[src/rtl/gpio_pkg.sv]
package gpio_pkg;
  // Control nibble, MSB first: drive level, edge mode, active-high, output
  typedef struct packed {
    logic drive_hi;
    logic edge_sel;
    logic act_high;
    logic is_output;
  } pin_cfg_t;

  localparam int          CFG_W         = 4;
  localparam int          BUS_W         = 8;
  localparam logic [7:0]  CFG_BASE_DEF  = 8'h59;
  localparam logic [7:0]  STAT_ADDR_DEF = 8'h5B;
endpackage

[src/rtl/gpio_sync.sv]
module gpio_sync #(
  parameter int W      = 4,
  parameter int STAGES = 2
) (
  input  logic         clk,
  input  logic         rst_n,
  input  logic [W-1:0] d,
  output logic [W-1:0] q
);
  logic [W-1:0] chain [STAGES];

  always_ff @(posedge clk or negedge rst_n) begin
    if (!rst_n) begin
      for (int k = 0; k < STAGES; k++) chain[k] <= '0;
    end else begin
      chain[0] <= d;
      for (int k = 1; k < STAGES; k++) chain[k] <= chain[k-1];
    end
  end

  assign q = chain[STAGES-1];
endmodule

[src/rtl/gpio_cfg_regs.sv]
module gpio_cfg_regs
  import gpio_pkg::*;
#(
  parameter int                      NUM_PINS = 4,
  parameter logic [BUS_W-1:0]        CFG_BASE = CFG_BASE_DEF,
  parameter logic [CFG_W*NUM_PINS-1:0] DEF_CFG = 16'h9000
) (
  input  logic                        clk,
  input  logic                        rst_n,
  input  logic                        suspend,
  input  logic                        wr,
  input  logic [BUS_W-1:0]            addr,
  input  logic [BUS_W-1:0]            wdata,
  output logic [CFG_W*NUM_PINS-1:0]   cfg_flat
);
  localparam int PINS_PER_REG = BUS_W / CFG_W;
  localparam int NUM_REGS     = NUM_PINS / PINS_PER_REG;

  logic [BUS_W-1:0] reg_q [NUM_REGS];

  for (genvar r = 0; r < NUM_REGS; r++) begin : g_reg
    localparam logic [BUS_W-1:0] RA  = CFG_BASE + BUS_W'(r);
    localparam logic [BUS_W-1:0] DEF = DEF_CFG[r*BUS_W +: BUS_W];

    always_ff @(posedge clk or negedge rst_n) begin
      if (!rst_n)                   reg_q[r] <= DEF;
      else if (suspend)             reg_q[r] <= DEF;
      else if (wr && addr == RA)    reg_q[r] <= wdata;
    end

    assign cfg_flat[r*BUS_W +: BUS_W] = reg_q[r];
  end
endmodule

[src/rtl/gpio_pin_cond.sv]
module gpio_pin_cond
  import gpio_pkg::*;
(
  input  logic     clk,
  input  logic     rst_n,
  input  logic     suspend,
  input  pin_cfg_t cfg,
  input  logic     sync_in,
  input  logic     stat_rd,
  output logic     stat_bit,
  output logic     oe,
  output logic     out
);
  logic true_now;
  logic listening;
  logic watch;
  logic stk_q;

  assign true_now  = ~(sync_in ^ cfg.act_high);
  assign listening = ~cfg.is_output;
  assign watch     = listening & cfg.edge_sel;

  always_ff @(posedge clk or negedge rst_n) begin
    if (!rst_n)                 stk_q <= 1'b0;
    else if (suspend || !watch) stk_q <= 1'b0;
    else if (stat_rd)           stk_q <= true_now;
    else                        stk_q <= stk_q | true_now;
  end

  assign stat_bit = listening & (cfg.edge_sel ? (stk_q | true_now) : true_now);
  assign oe       = cfg.is_output;
  assign out      = cfg.is_output & cfg.drive_hi;
endmodule

[src/rtl/gpio_ctrl.sv]
module gpio_ctrl
  import gpio_pkg::*;
#(
  parameter int                        NUM_PINS    = 4,
  parameter int                        SYNC_STAGES = 2,
  parameter logic [BUS_W-1:0]          CFG_BASE    = CFG_BASE_DEF,
  parameter logic [BUS_W-1:0]          STAT_ADDR   = STAT_ADDR_DEF,
  parameter logic [CFG_W*NUM_PINS-1:0] DEF_CFG     = 16'h9000
) (
  input  logic                clk,
  input  logic                rst_n,
  input  logic                suspend,
  input  logic [BUS_W-1:0]    bus_addr,
  input  logic                bus_wr,
  input  logic                bus_rd,
  input  logic [BUS_W-1:0]    bus_wdata,
  output logic [BUS_W-1:0]    bus_rdata,
  input  logic [NUM_PINS-1:0] pin_in,
  output logic [NUM_PINS-1:0] pin_oe,
  output logic [NUM_PINS-1:0] pin_out
);
  localparam int PINS_PER_REG = BUS_W / CFG_W;
  localparam int NUM_REGS     = NUM_PINS / PINS_PER_REG;

  logic [CFG_W*NUM_PINS-1:0] cfg_flat;
  logic [NUM_PINS-1:0]       in_sync;
  logic [NUM_PINS-1:0]       stat_vec;
  logic                      stat_rd;

  assign stat_rd = bus_rd && (bus_addr == STAT_ADDR);

  gpio_sync #(.W(NUM_PINS), .STAGES(SYNC_STAGES)) u_sync (
    .clk(clk), .rst_n(rst_n), .d(pin_in), .q(in_sync)
  );

  gpio_cfg_regs #(.NUM_PINS(NUM_PINS), .CFG_BASE(CFG_BASE), .DEF_CFG(DEF_CFG)) u_regs (
    .clk(clk), .rst_n(rst_n), .suspend(suspend), .wr(bus_wr),
    .addr(bus_addr), .wdata(bus_wdata), .cfg_flat(cfg_flat)
  );

  for (genvar i = 0; i < NUM_PINS; i++) begin : g_pin
    gpio_pin_cond u_cond (
      .clk(clk), .rst_n(rst_n), .suspend(suspend),
      .cfg(pin_cfg_t'(cfg_flat[i*CFG_W +: CFG_W])),
      .sync_in(in_sync[i]), .stat_rd(stat_rd),
      .stat_bit(stat_vec[i]), .oe(pin_oe[i]), .out(pin_out[i])
    );
  end

  always_comb begin
    bus_rdata = '0;
    for (int r = 0; r < NUM_REGS; r++) begin
      if (bus_addr == CFG_BASE + BUS_W'(r)) bus_rdata = cfg_flat[r*BUS_W +: BUS_W];
    end
    if (bus_addr == STAT_ADDR) bus_rdata[NUM_PINS-1:0] = stat_vec;
  end
endmodule

[config.mk]
export PLATFORM = sky130hd
export DESIGN_NAME = gpio_ctrl
export DESIGN_NICKNAME = d
export VERILOG_FILES = /design/src/rtl/gpio_pkg.sv /design/src/rtl/gpio_sync.sv /design/src/rtl/gpio_cfg_regs.sv /design/src/rtl/gpio_pin_cond.sv /design/src/rtl/gpio_ctrl.sv
export SDC_FILE = /design/constraint.sdc
export NUM_CORES = 1
export LEC_CHECK = 0
export BUFFER_PORTS_ARGS = -buffer_cell sky130_fd_sc_hd__buf_2
export CORE_AREA = 2 2 56 84
export DETAILED_ROUTE_END_ITERATION = 12
export DIE_AREA = 0 0 58 86
export PLACE_DENSITY = 0.58
export SLEW_MARGIN = 20
export SYNTH_ARGS = -nofsm -noshare
export SYNTH_HDL_FRONTEND = slang
export SYNTH_SLANG_ARGS = --single-unit
[constraint.sdc]
create_clock -name clk -period 3.8 [get_ports clk]
set_clock_uncertainty 0.2 [all_clocks]
set_input_delay 1.14 -clock clk [delete_from_list [all_inputs] [get_ports clk]]
set_output_delay 1.14 -clock clk [all_outputs]
set_load 0.005 [all_outputs]
==> impl_metrics.yaml <==
worst_setup_path:
  cp-end-kind: "output port"
  r2r_cells: 2
  reg2reg_slack_ns: 2.56
  path_class: "input pin to output port"
  reg2reg_to: "g_pin[2].u_cond.stk_q$_DFF_PN0_"
  crit_required_ns: 2.46
  critical_path.startpoint_type: "input pin"
  critPathMaxFanout: 12
  timing.rr.start: "u_regs.cfg_flat[9]$_DFFE_PN0P_"
  arrival_ns: 2.28
global_route:
  grt_use_total: 0.138
  grt.overflow.total: 0
  grt_pass1_wl_um: 5340
  grt_max_degree: 29
  grt_antenna_before_repair: 0
  grt_pass1_vias: 1129
clock_tree:
  cts_sinks: 28
  postCtsHoldBufs: 0
  clkTransAtPathRegs_ns: 0.09
  ctsRootBufferMaster: "clkbuf_8"
  insertion_delay_ns: 0.28
  cts_resized: 0
  cts_setup_buffers: 0
  cts_tree: "yes"
  cts_made_buffers: 3
  htreeDepth: 1
  cts_buffer_depth: 2
layout:
  fin_area_mm2: 0.00165
  layout.cells.non_filler: 221
  areaGrowthSynthToFinish_pct: 15.2
  nNetsFinal: 201
  drive_gt1_frac: 0.297
  fin_util: 0.392
  nFillCells: 439
  antenna_cells: 0
power:
  pwr_density_cell_mw_per_mm2: 322
  intPower_mw: 0.412
  seqPwrFrac: 0.571
  total_power_mw: 0.532
  combPwrFrac: 0.080
  p_sw_mw: 0.120
  ir_worst_vdd_v: 0.000259
  netSwitchingFraction: 0.226
  p_leak_nw: 0.818
  clock_power_share: 0.348
routing:
  routed_via_density: 5.11
  wire_per_inst_um: 14.7
  wirelength_um: 3250
  drc_errors: 0
  drt.antenna.violating_nets: 0
  drt-pass1-iter-count: 4
  num_vias: 1130
  drtIter0Drc: 51
timing:
  period_share: 0.953
  hold_slack_ns: 0.160
  setup_tns_ns: 0
  finalSetupViolations: 0
  clock.fmax_ghz: 0.276
  worst_pin_slew_ns: 0.624
  fin_crit_ns: 3.62
  maxSlewViolCount: 0
  setup_ws_ns: 0.178
  hold_viol_final: 0
  slew_headroom: 0.584
  rsz0062_at_grt: "false"
yosys:
  avgSynthCellArea_um2: 10.0
  syn-num-nets: 168
  ys_top_cells_by_area: "dfrtp_1 45%, mux2i_1 9.8%, nor2_1 6.0%"
  synth_flop_cell: "dfrtp_1"
  yosysWarnings: 0
  synth_edf_count: 0
  yosysUniqueCellTypes: 28
  yosys.area.top_type: "dfrtp_1"
  synth.yosys.seq_area_share: 0.490
  synth_top_area_frac: 0.454
  syn_area_mm2: 0.00143
  synth_cells: 143
  synth-async-reset-ratio: 1.00
  synth-seq-cells: 28
placement:
  dp_cells: 217
  place.gp.congestion: 0.801
  dpl_cell_area_mm2: 0.00160
  portBuffers: 40
  dpl.hpwl_um: 2370
  pre_cts_ws_ns: 0.196
floorplan:
  die_x_um: 58
  start_util: 0.341
  io_pins: 41
  core_mm2: 0.00421
  num_rows: 29
  die_y_um: 86
  die_area_mm2: 0.00499
outcome:
  outcome: "finished, final reports clean"
run:
  maxCapViolCount: 0
worst_hold_path:
  whs_endpoint: "u_sync.q[0]$_DFF_PN0_"
  holdCritStartpoint: "u_sync.chain[4]$_DFF_PN0_"
  holdPathStages: 0
  worstHoldPathType: "register to register"
## registers in the layout, summed over array words and instances (netlist names)
register	cells
u_sync.q	4
u_regs.cfg_flat	16
g_pin.u_cond.stk_q	4
u_sync.chain	4
## worst max-delay path by stage
stage	startpoint	end	slack, ns	cells after the start
3_5_place_dp	bus_addr[7]	bus_rdata[3]	0.20	5
3_3_place_gp	bus_addr[7]	bus_rdata[3]	0.23	5
5_1_grt	bus_addr[7]	bus_rdata[3]	0.12	5
6_report	bus_addr[7]	bus_rdata[3]	0.18	5
4_1_cts	bus_addr[7]	bus_rdata[3]	0.20	5
2_1_floorplan	bus_addr[7]	bus_rdata[1]	0.52	4
## routing by layer
metal / track usage / up-vias / part of all wire
met5: 0 / - / 0
met2: 0.228 / 38 / 0.51
li1: - / 542 / -
met3: 0.0241 / 5 / 0.065
met4: 0.0571 / 0 / 0.018
met1: 0.175 / 545 / 0.41
## layout make-up
cell class	count	area (um^2)	area share
Sequential cell	28	703	0.426
Tap cell	46	57.6	0.0348
Multi-Input combinational cell	94	594	0.360
Timing Repair Buffer	42	215	0.130
Clock buffer	4	55.1	0.0333
Inverter	7	26.3	0.0159
## synthesized netlist by cell type (3+ instances only)
cell / count
a211o_1: 3
a21oi_1: 7
a22oi_1: 5
and2_1: 4
buf_2: 3
buf_4: 8
dfrtp_1: 26
inv_1: 7
mux2i_1: 14
nand2_1: 12
nor2_1: 23
nor2b_1: 3
o21ai_0: 7
xor2_1: 4
## cells in the final DEF, fill, tap and decap left out
| cell | instances |
|---|---|
| a21oi_1 | 7 |
| a2111oi_1 | 1 |
| a211o_1 | 3 |
| and4bb_2 | 1 |
| nor2b_4 | 1 |
| clkbuf_8 | 4 |
| nor3_1 | 2 |
| nand3_1 | 1 |
| o21ai_0 | 7 |
| a31oi_1 | 2 |
| a22oi_1 | 5 |
| nand2_1 | 12 |
| nor3b_1 | 1 |
| o22ai_1 | 1 |
| nor2b_1 | 3 |
| mux2i_1 | 14 |
| nor2_1 | 23 |
| buf_4 | 2 |
| nand4_4 | 1 |
| dfstp_2 | 2 |
| inv_1 | 7 |
| buf_2 | 40 |
| and4_4 | 1 |
| and2_1 | 4 |
| xor2_1 | 4 |
| dfrtp_1 | 26 |
## power groups by stage
stage / clock (mW) / sequential (mW) / combinational [mW]
2_1_floorplan: 0 / 0.310 / 0.0198
4_1_cts: 0.189 / 0.304 / 0.0434
5_1_grt: 0.198 / 0.305 / 0.0484
3_3_place_gp: 0 / 0.310 / 0.0420
3_5_place_dp: 0 / 0.310 / 0.0429
6_report: 0.186 / 0.304 / 0.0428
## cell families after synthesis
| logic type | Yosys count | synth area share |
|---|---|---|
| XOR/XNOR | 4 | 0.0244 |
| AO/OA/AOI/OAI | 26 | 0.113 |
| multiplexers | 14 | 0.0977 |
| AND/OR/NAND/NOR | 50 | 0.179 |
| buffers and inverters | 21 | 0.0951 |
| flip-flops | 28 | 0.490 |
## critical path, cell delays in order
cell and delay [ns]:
buf_2 0.09, and4bb_2 0.34, nand2_1 0.29, nor3_1 0.28
buf_2 0.14
Note: power is estimated with default switching activity, not from simulation.
